$ cat config.mk
export PLATFORM = sky130hd
export DESIGN_NAME = halt_wake_ctrl
export DESIGN_NICKNAME = d
export VERILOG_FILES = /design/src/rtl/hwc_pkg.sv /design/src/rtl/hwc_port_edge.sv /design/src/rtl/hwc_settle.sv /design/src/rtl/halt_wake_ctrl.sv
export SDC_FILE = /design/constraint.sdc
export NUM_CORES = 1
export LEC_CHECK = 0
export BUFFER_PORTS_ARGS = -buffer_cell sky130_fd_sc_hd__buf_2
export CAP_MARGIN = 25
export CORE_MARGIN = 3
export CORE_UTILIZATION = 46
export DETAILED_ROUTE_END_ITERATION = 10
export GPL_TIMING_DRIVEN = 0
export PLACE_DENSITY = 0.68
export SETUP_SLACK_MARGIN = 0.2
export SLEW_MARGIN = 20
export SYNTH_ARGS = -nofsm -noshare
export SYNTH_HDL_FRONTEND = slang
export SYNTH_HIERARCHICAL = 1
export SYNTH_SLANG_ARGS = --single-unit
$ cat constraint.sdc
create_clock -name clk -period 3.37 [get_ports clk]
set_input_delay 0.5055 -clock clk [delete_from_list [all_inputs] [get_ports clk]]
set_output_delay 0.5055 -clock clk [all_outputs]
set_load 0.01 [all_outputs]
$ cat src/rtl/hwc_pkg.sv
package hwc_pkg;

    typedef enum logic [2:0] {
        ST_RUN    = 3'd0,
        ST_HALT   = 3'd1,
        ST_SETTLE = 3'd2,
        ST_GAP    = 3'd3,
        ST_RSET   = 3'd4
    } hwc_state_e;

    typedef enum logic [1:0] {
        WK_NEXT = 2'd0,
        WK_IRQ  = 2'd1,
        WK_WARM = 2'd2
    } wake_kind_e;

    typedef struct packed {
        hwc_state_e st;
        wake_kind_e kind;
        logic       to;
        logic       pdf;
        logic       blk;
        logic       resume;
        logic       take;
        logic       wdtclr;
    } hwc_reg_t;

endpackage

$ cat src/rtl/hwc_port_edge.sv
module hwc_port_edge #(
    parameter int W = 8
) (
    input  logic         clk,
    input  logic         rst_n,
    input  logic [W-1:0] pins,
    input  logic [W-1:0] wake_en,
    output logic         wake
);
    typedef struct packed {
        logic [W-1:0] s1;
        logic [W-1:0] s2;
        logic [W-1:0] prev;
    } edge_reg_t;

    edge_reg_t r_d, r_q;
    logic [W-1:0] fall;

    always_comb begin
        r_d      = r_q;
        r_d.s1   = pins;
        r_d.s2   = r_q.s1;
        r_d.prev = r_q.s2;
    end

    always_ff @(posedge clk or negedge rst_n) begin
        if (!rst_n) begin
            r_q <= '{s1: '1, s2: '1, prev: '1};
        end else begin
            r_q <= r_d;
        end
    end

    for (genvar i = 0; i < W; i++) begin : g_bit
        assign fall[i] = r_q.prev[i] & ~r_q.s2[i] & wake_en[i];
    end

    assign wake = |fall;

endmodule

$ cat src/rtl/hwc_settle.sv
module hwc_settle #(
    parameter int CYC = 1024
) (
    input  logic clk,
    input  logic rst_n,
    input  logic clr,
    input  logic en,
    output logic done
);
    localparam int CW = (CYC > 1) ? $clog2(CYC) : 1;
    localparam logic [CW-1:0] LAST = CW'(CYC - 1);

    logic [CW-1:0] cnt_d, cnt_q;

    always_comb begin
        cnt_d = cnt_q;
        if (clr) begin
            cnt_d = '0;
        end else if (en && cnt_q != LAST) begin
            cnt_d = cnt_q + 1'b1;
        end
    end

    always_ff @(posedge clk or negedge rst_n) begin
        if (!rst_n) begin
            cnt_q <= '0;
        end else begin
            cnt_q <= cnt_d;
        end
    end

    assign done = en && !clr && (cnt_q == LAST);

endmodule

$ cat src/rtl/halt_wake_ctrl.sv
module halt_wake_ctrl
    import hwc_pkg::*;
#(
    parameter int PORT_W     = 8,
    parameter int SETTLE_CYC = 1024
) (
    input  logic              clk,
    input  logic              rst_n,
    input  logic              ext_rst,
    input  logic              halt_cmd,
    input  logic              wdt_clr_cmd,
    input  logic              wdt_timeout,
    input  logic [PORT_W-1:0] port_in,
    input  logic [PORT_W-1:0] port_wake_en,
    input  logic              irq_req,
    input  logic              irq_en,
    input  logic              stack_full,
    output logic              sys_clk_en,
    output logic              cold_rst,
    output logic              warm_rst,
    output logic              wdt_restart,
    output logic              flag_to,
    output logic              flag_pdf,
    output logic              busy,
    output logic              resume_next,
    output logic              take_irq
);
    hwc_reg_t r_d, r_q;
    logic     port_wake;
    logic     settle_done;
    logic     in_window;
    logic     tmr_clr;

    hwc_port_edge #(.W(PORT_W)) u_edge (
        .clk     (clk),
        .rst_n   (rst_n),
        .pins    (port_in),
        .wake_en (port_wake_en),
        .wake    (port_wake)
    );

    assign in_window = (r_q.st == ST_SETTLE) || (r_q.st == ST_RSET);
    assign tmr_clr   = ext_rst || !in_window;

    hwc_settle #(.CYC(SETTLE_CYC)) u_settle (
        .clk   (clk),
        .rst_n (rst_n),
        .clr   (tmr_clr),
        .en    (in_window),
        .done  (settle_done)
    );

    always_comb begin
        r_d        = r_q;
        r_d.resume = 1'b0;
        r_d.take   = 1'b0;
        r_d.wdtclr = 1'b0;
        if (ext_rst) begin
            if (r_q.st == ST_HALT) begin
                r_d.to  = 1'b0;
                r_d.pdf = 1'b1;
            end
            r_d.st = ST_RSET;
        end else begin
            unique case (r_q.st)
                ST_RUN: begin
                    if (wdt_timeout) begin
                        r_d.to = 1'b1;
                        r_d.st = ST_RSET;
                    end else if (halt_cmd) begin
                        r_d.pdf    = 1'b1;
                        r_d.to     = 1'b0;
                        r_d.wdtclr = 1'b1;
                        r_d.blk    = irq_req;
                        r_d.st     = ST_HALT;
                    end else if (wdt_clr_cmd) begin
                        r_d.pdf = 1'b0;
                    end
                end
                ST_HALT: begin
                    if (!irq_req) begin
                        r_d.blk = 1'b0;
                    end
                    if (wdt_timeout) begin
                        r_d.to   = 1'b1;
                        r_d.kind = WK_WARM;
                        r_d.st   = ST_SETTLE;
                    end else if (irq_req && !r_q.blk) begin
                        r_d.kind = (irq_en && !stack_full) ? WK_IRQ : WK_NEXT;
                        r_d.st   = ST_SETTLE;
                    end else if (port_wake) begin
                        r_d.kind = WK_NEXT;
                        r_d.st   = ST_SETTLE;
                    end
                end
                ST_SETTLE: begin
                    if (settle_done) begin
                        unique case (r_q.kind)
                            WK_NEXT: begin
                                r_d.resume = 1'b1;
                                r_d.st     = ST_RUN;
                            end
                            WK_IRQ:  r_d.st = ST_GAP;
                            default: r_d.st = ST_RUN;
                        endcase
                    end
                end
                ST_GAP: begin
                    r_d.take = 1'b1;
                    r_d.st   = ST_RUN;
                end
                ST_RSET: begin
                    if (settle_done) begin
                        r_d.st = ST_RUN;
                    end
                end
                default: r_d.st = ST_RUN;
            endcase
        end
    end

    always_ff @(posedge clk or negedge rst_n) begin
        if (!rst_n) begin
            r_q <= '{st: ST_RUN, kind: WK_NEXT, to: 1'b0, pdf: 1'b0, blk: 1'b0,
                     resume: 1'b0, take: 1'b0, wdtclr: 1'b0};
        end else begin
            r_q <= r_d;
        end
    end

    assign sys_clk_en  = (r_q.st != ST_HALT);
    assign busy        = in_window || (r_q.st == ST_GAP);
    assign cold_rst    = (r_q.st == ST_RSET);
    assign warm_rst    = (r_q.st == ST_SETTLE) && (r_q.kind == WK_WARM);
    assign wdt_restart = r_q.wdtclr;
    assign flag_to     = r_q.to;
    assign flag_pdf    = r_q.pdf;
    assign resume_next = r_q.resume;
    assign take_irq    = r_q.take;


    halt_entry_chk: assert property (@(posedge clk) disable iff (!rst_n)
        (sys_clk_en && !busy && halt_cmd && !ext_rst && !wdt_timeout)
        |=> (!sys_clk_en && flag_pdf && !flag_to && wdt_restart));


    wdt_clear_chk: assert property (@(posedge clk) disable iff (!rst_n)
        (sys_clk_en && !busy && wdt_clr_cmd && !halt_cmd && !ext_rst && !wdt_timeout)
        |=> (!flag_pdf && $stable(flag_to)));


    single_pulse_chk: assert property (@(posedge clk) disable iff (!rst_n)
        $onehot0({resume_next, take_irq}) && ((resume_next || take_irq) -> !busy));


    irq_gap_chk: assert property (@(posedge clk) disable iff (!rst_n)
        take_irq |-> ($past(busy) && !$past(resume_next)));


    warm_flags_chk: assert property (@(posedge clk) disable iff (!rst_n)
        warm_rst |-> (flag_to && flag_pdf && !cold_rst && busy));


    ext_override_chk: assert property (@(posedge clk) disable iff (!rst_n)
        ext_rst |=> (cold_rst && busy && !resume_next && !take_irq));

endmodule

==> results of run 1 <==
worst register-to-register path: cells and delay by family (launching register included):
kind	cells	cell delay, ps
buffers and inverters	2	420
and+or+nand+nor	3	880
xor gates and xnor gates	1	150
DFF	1	360
AOI/OAI and AO/OA	1	310
sequential cells by signal, indices dropped and copies added (netlist names):
name,cells
u_edge/r_d,16
u_settle/cnt_q,10
u_edge/r_q,8
r_q,6
flag_pdf,1
flag_to,1
resume_next,1
take_irq,1
wdt_restart,1
power by group through the flow:
stage / clock, mW / combinational, mW / sequential, mW
detailed placement: 0 / 0.0534 / 0.592
global placement: 0 / 0.0513 / 0.591
finish: 0.369 / 0.0546 / 0.583
floorplan: 0 / 0.0205 / 0.590
global route: 0.408 / 0.0632 / 0.586
CTS: 0.385 / 0.0532 / 0.583
kinds of logic (layout without fill, tap and decap cells):
logic type               count (synthesis)  in the layout  synth area share (%)
AND/OR/NAND/NOR                         76             76                  21.7
flip-flops                              45             45                  61.1
AO/OA/AOI/OAI                           24             24                  9.52
buffers and inverters                    9             51                  1.98
multiplexers                             5              5                  3.17
XOR/XNOR                                 4              4                  1.85
adder cells (fa/ha/maj)                  1              1                 0.661
synth_stat cells (all sizes together):
master,number
nor4,2
dfrtp,21
nand3,6
and4,2
o2bb2ai,1
nor4b,2
dfstp,24
or3,1
xor2,1
nand2b,3
a2111oi,1
a211oi,1
mux2i,3
o21ai,2
nand4,3
nor3,7
o22ai,5
mux2,2
nor2,21
a211o,1
and2,1
clkbuf,1
and3,5
nor2b,2
a21oi,5
nand2,18
o31ai,3
a21o,1
o21bai,1
a31oi,3
xnor2,3
buf,3
nand3b,3
ha,1
inv,5
final cells by class:
| class | instances | share of cell area, % |
|---|---|---|
| well taps | 48 | 2.68 |
| clock buffers | 7 | 4.35 |
| inverters | 5 | 0.837 |
| multi-input cells | 110 | 31.1 |
| flip-flops and latches | 45 | 51.5 |
| plain buffers | 4 | 0.837 |
| clock inverters | 1 | 0.390 |
| repair buffers | 34 | 8.25 |
per-stage QoR:
| step | std cells | util, % | instance area (µm²) |
|---|---|---|---|
| 2_1_floorplan | 164 | - | 1890 |
| 3_3_place_gp | 245 | 55.7 | 2120 |
| 3_5_place_dp | 245 | 55.7 | 2120 |
| 4_1_cts | 253 | 58.5 | 2220 |
| 5_1_grt | 254 | 59.1 | 2240 |
| 6_report | 254 | 59.1 | 2240 |
placed cells by master (no fill, tap or decap), types with 2 or more instances in the layout:
cell,instances
a21oi_1,5
a31oi_1,3
and3_1,5
buf_2,36
clkbuf_1,2
clkbuf_8,5
dfrtp_1,21
dfstp_2,24
inv_1,5
mux2_4,2
mux2i_1,3
nand2_1,18
nand2b_1,3
nand3_1,6
nand3b_1,3
nand4_1,2
nor2_1,20
nor2b_4,2
nor3_1,7
nor4_1,2
nor4b_1,2
o21ai_0,2
o22ai_1,5
o31ai_1,2
xnor2_1,3
per-layer routing:
layer	vias up	global-route usage (%)
li1	666	-
met1	657	19.9
met2	40	25.9
met3	9	5.47
met4	0	5.11
met5	-	0
how the worst max path moves through the flow:
stage	from	endpoint	slack (ps)	cells after the start
2_1_floorplan	r_q[10]$_DFFE_PN0P_	r_q[9]$_DFFE_PN0P_	1440	7
3_3_place_gp	ext_rst	r_q[9]$_DFFE_PN0P_	1080	7
3_5_place_dp	ext_rst	r_q[9]$_DFFE_PN0P_	1090	7
4_1_cts	r_q[10]$_DFFE_PN0P_	r_q[9]$_DFFE_PN0P_	1140	7
5_1_grt	r_q[10]$_DFFE_PN0P_	r_q[9]$_DFFE_PN0P_	1020	7
6_report	r_q[10]$_DFFE_PN0P_	r_q[9]$_DFFE_PN0P_	1160	7
==> results.json, run 1 <==
{
  "min_period_over_period_pct": 65.5,
  "drv_cap": 0,
  "p_sw_uw": 218,
  "pin_count": 34,
  "pwr-share-comb_pct": 5.4,
  "finalPower_mw": 1.01,
  "place_ws_ps": 1090,
  "cts_root_buf": "clkbuf_8",
  "cts_hold_buf": 0,
  "max-clock-path-buffers": 2,
  "syn_avg_cell_area_um2": 11.5,
  "synth_top_cell_by_area": "dfstp_2",
  "met2WireLength_um": 1660,
  "start_util_pct": 49.8,
  "wl_met3_um": 221,
  "cts_setup_buffers": 0,
  "cp_max_fo": 10,
  "reg2reg_from": "r_q[10]$_DFFE_PN0P_",
  "yosysWarnings": 6,
  "die_y_um": 70.1,
  "regArea_mm2": 0.00116,
  "grt_max_degree": 46,
  "top_layer_used": "met4",
  "fin_hold_ws_ps": 91.3,
  "cpPeakStageDelay_ps": 540,
  "syn_inst": 164,
  "power.density_mw_per_mm2": 449,
  "wl_met1_um": 1540,
  "synth-seq-cells": 45,
  "leakagePower_nw": 1.02,
  "drive_gt1_share_pct": 37.9,
  "overflow": 0,
  "viasPerCell": 5.40,
  "clkTransAtPathRegs_ps": 80,
  "crit_chain": "buf_2 -> xnor2_1 -> nand2b_1 -> clkbuf_1 -> nor4_1 -> nor2_1 -> a211o_1",
  "setup.worst_path.end_class": "flop",
  "worst_pin_slew_ps": 517,
  "crit_type": "flop to flop",
  "syn_nets": 190,
  "layout_setup_ws_ps": 1160,
  "critPathTopFamily": "simple AND/OR/NAND/NOR gates",
  "drt_first_iter_violations": 60,
  "num-nets-final": 231,
  "io_buffers": 33,
  "die_x_um": 70.1,
  "synth_area_mm2": 0.00189,
  "routed_wl_um": 3490,
  "cp.arrival_ps": 2390,
  "multi_input_area_um2": 698,
  "wire_per_inst_um": 13.7,
  "dr_total_vias": 1372,
  "fin_skew_ps": 9.83,
  "antenna_found_initial": 0,
  "p_int_uw": 788,
  "worst-r2r-cell-count": 7,
  "track_usage_pct": 15.9,
  "drv_slew": 0,
  "core_area_mm2": 0.00380,
  "sw_frac_of_total_pct": 21.7,
  "clkSinkCount": 45,
  "hold_class": "input port to asynchronous set/reset pin",
  "ant_nets": 0,
  "gp_congestion": 0.929,
  "cts_resized": 0,
  "grt_pass1_vias": 1392,
  "final-setup-viol-count": 0,
  "drt-pass1-iter-count": 4,
  "rows": 22,
  "clkPwrFrac_pct": 36.6,
  "grt_pass1_wl_um": 6200,
  "fmax_mhz": 453,
  "cp.buffers_inverters": 2,
  "dieArea_mm2": 0.00492,
  "ys_top_cells_by_area": "dfstp_2 (33%), dfrtp_1 (28%), nor2_1 (4.0%)",
  "crit_required_ps": 3560,
  "route.detailed.drc": 0,
  "synth_top_area_share_pct": 33.3,
  "synth_cell_types": 39,
  "rsz0062_at_grt": "no",
  "slew_headroom_pct": 65.2,
  "hpwl_um": 2560,
  "cts_buffers": 5,
  "htree_levels": 2,
  "cts_tree": "done",
  "share_seq_of_total_power_pct": 57.9,
  "cp-start-kind": "flop",
  "setup_tns_ps": 0,
  "clock_latency_ps": 300,
  "final_hold_viol_count": 0,
  "ir_worst_vdd_uv": 253,
  "regToRegSetupSlack_ps": 1160,
  "status": "complete, no violations",
  "fin_crit_ps": 2210,
  "syn2layout_area_growth_pct": 18.6,
  "r2r-end": "r_q[9]$_DFFE_PN0P_",
  "slowest_stage": "nor4_1",
  "seq_area_frac_synth_pct": 61.1,
  "fill_cells": 323,
  "antenna_cells": 0
}
No activity file was read; power rests on OpenSTA's default activity.
==> run 2, diff against run 1 <==
ABC_AREA = 1   (was not set)
PLACE_DENSITY = 0.7   (was 0.68)
clock period = 1.9 ns   (was 3.37 ns; I/O delays follow)
==> results.json, run 2 <==
{
  "status": "complete, no violations",
  "slew_headroom_pct": 38.2,
  "track_usage_pct": 16.5,
  "wire_per_inst_um": 11.5,
  "largest_reg_flops": 16,
  "reg2reg_from": "r_q[8]$_DFFE_PN0P_",
  "drv_cap": 0,
  "crit_required_ps": 2090,
  "cp_max_fo": 10,
  "overflow": 0,
  "crit_start": "r_q[8]$_DFFE_PN0P_",
  "start_util_pct": 49.3,
  "ir_worst_vdd_uv": 565,
  "clock_latency_ps": 300,
  "min_period_over_period_pct": 84.2,
  "leakagePower_nw": 1.21,
  "gp_congestion": 0.869,
  "die_y_um": 72.4,
  "final_common_cell": "nand2_1",
  "syn_inst": 232,
  "syn_avg_cell_area_um2": 8.74,
  "regToRegSetupSlack_ps": 300,
  "pin_count": 34,
  "most-common-layout-cells": "nand2_1 (52), inv_1 (34), buf_2 (33)",
  "hpwl_um": 2700,
  "final_hold_viol_count": 0,
  "synthTopCellsByCount": "nand2_1 (53), inv_1 (35), nand3_1 (30)",
  "antenna_found_initial": 0,
  "synth_top_cell_by_area": "dfstp_2",
  "setup.worst_path.end_class": "flop",
  "cp-start-kind": "flop",
  "fmax_mhz": 625,
  "async_flop_share_pct": 100,
  "cts_tree": "done",
  "r2r-end": "u_settle/cnt_q[7]$_DFFE_PN0P_",
  "worst_pin_slew_ps": 928,
  "wl_met1_um": 1710,
  "power.density_mw_per_mm2": 824,
  "route.detailed.drc": 0,
  "rows": 23,
  "antenna_cells": 0,
  "io_buffers": 32,
  "dpl_cell_area_mm2": 0.00225,
  "clkTransAtPathRegs_ps": 90,
  "routed_wl_um": 3740,
  "crit_type": "flop to flop",
  "hold_class": "input port to flop",
  "drv_slew": 0,
  "syn_nets": 258,
  "drt_first_iter_violations": 31,
  "grt_pass1_wl_um": 6600,
  "worst-r2r-cell-count": 9,
  "final-setup-viol-count": 0,
  "dp.cells": 314,
  "max-clock-path-buffers": 2,
  "syn2layout_area_growth_pct": 19.4,
  "layout.cells.non_filler": 326,
  "cts_buffers": 5,
  "yosysWarnings": 6,
  "htree_levels": 2,
  "cts_hold_buf": 0,
  "clkSinkCount": 45,
  "die_x_um": 72.4,
  "finalInstanceArea_mm2": 0.00242,
  "drive_gt1_share_pct": 34.1,
  "drt-pass1-iter-count": 4,
  "finalPower_mw": 1.99,
  "synth_top_area_share_pct": 31.1,
  "num-nets-final": 301,
  "cts_root_buf": "clkbuf_8",
  "dr_total_vias": 1567,
  "core_area_mm2": 0.00412,
  "viasPerCell": 4.81,
  "ant_nets": 0,
  "met2WireLength_um": 1770,
  "seq_area_frac_synth_pct": 57.0,
  "synth_edf_count": 0,
  "yosysMostFrequentCell": "nand2_1",
  "synth-seq-cells": 45,
  "worstSetupEndpoint": "u_settle/cnt_q[7]$_DFFE_PN0P_",
  "wl_met3_um": 202,
  "dieArea_mm2": 0.00524,
  "fin_crit_ps": 1600,
  "cp.arrival_ps": 1790,
  "fin_skew_ps": 3.71,
  "top_layer_used": "met4",
  "rsz0062_at_grt": "no",
  "synth_area_mm2": 0.00203,
  "synth_cell_types": 25,
  "grt_pass1_vias": 1568,
  "ys.flop_type": "dfstp_2",
  "fin_hold_ws_ps": 75.5,
  "grt_max_degree": 46,
  "ys_top_cells_by_area": "dfstp_2 (31%), dfrtp_1 (26%), nand2_1 (9.8%)",
  "setup_tns_ps": 0
}
[run 2: cell count changes after synthesis, moves of 4 or more]
cell	delta
and3_1	-5
o21ai_1	+5
nand3_2	+4
nand3_1	+24
nand2_1	+35
o22ai_1	-5
o21ai_0	+4
nor2_1	+4
inv_1	+30
[run 2: critical path, stage by stage (launching register included)]
cell	delay [ps]
dfrtp_2	450
nor2_2	160
nand2_1	130
nand2_2	140
buf_4	140
buf_4	100
nand2_2	50
buf_6	140
a21oi_1	120
nor2_1	50
[run 2: through the flow]
stage | utilization, % | worst slack [ps]
global placement | 54.7 | 85.5
CTS | 57.4 | 213
detailed placement | 54.7 | 72.2
global route | 58.9 | 172
finish | 58.9 | 300
floorplan | - | 325
[run 2: kinds of logic after synthesis]
group / share of synthesized area [%]
AO/OA/AOI/OAI: 4.19
XOR/XNOR: 1.30
adder cells (fa/ha/maj): 0.617
buffers and inverters: 8.02
flip-flops: 57.0
AND/OR/NAND/NOR: 28.9
[run 2: worst min path at each step]
| stage | startpoint | end | slack, ps | depth (start not counted) |
|---|---|---|---|---|
| after CTS | port_in[6] | u_edge/r_d[14]$_DFF_PN1_ | 60 | 1 |
| after floorplan | rst_n | flag_pdf$_DFFE_PN0P_ | -10 | 0 |
| after detailed placement | u_edge/r_d[13]$_DFF_PN1_ | u_edge/r_d[5]$_DFF_PN1_ | 350 | 0 |
| after global routing | port_in[1] | u_edge/r_d[9]$_DFF_PN1_ | 60 | 1 |
| final | port_in[0] | u_edge/r_d[8]$_DFF_PN1_ | 80 | 1 |
| after global placement | u_edge/r_d[9]$_DFF_PN1_ | u_edge/r_d[1]$_DFF_PN1_ | 350 | 0 |
[run 2: timing repair]
action / 4_1_cts / 5_1_grt
resized for setup: 2 / 11
cloned: 0 / 0
pin swaps: 1 / 2
endpoints found under the setup margin: 4 / 15
buffers inserted: 1 / 3
[run 2: final cells by class]
cell class | instances | area (µm²)
plain buffers | 3 | 27.5
clock buffers | 6 | 82.6
clock inverters | 2 | 15.0
fillers | 377 | 1690
inverters | 36 | 135
multi-input cells | 148 | 751
flip-flops and latches | 45 | 1160
well taps | 50 | 62.6
repair buffers | 36 | 190
[run 2: power breakdown]
part	total, mW	internal (mW)	switching [mW]
sequential	1.08	1.04	0.0405
clock	0.629	0.300	0.329
combinational	0.285	0.113	0.172
[run 2: metal layers]
layer  vias up  track usage (%)
met5         -                0
met4         0             7.17
met3         6             4.71
met2        34             27.9
met1       711             19.7
li1        816                -
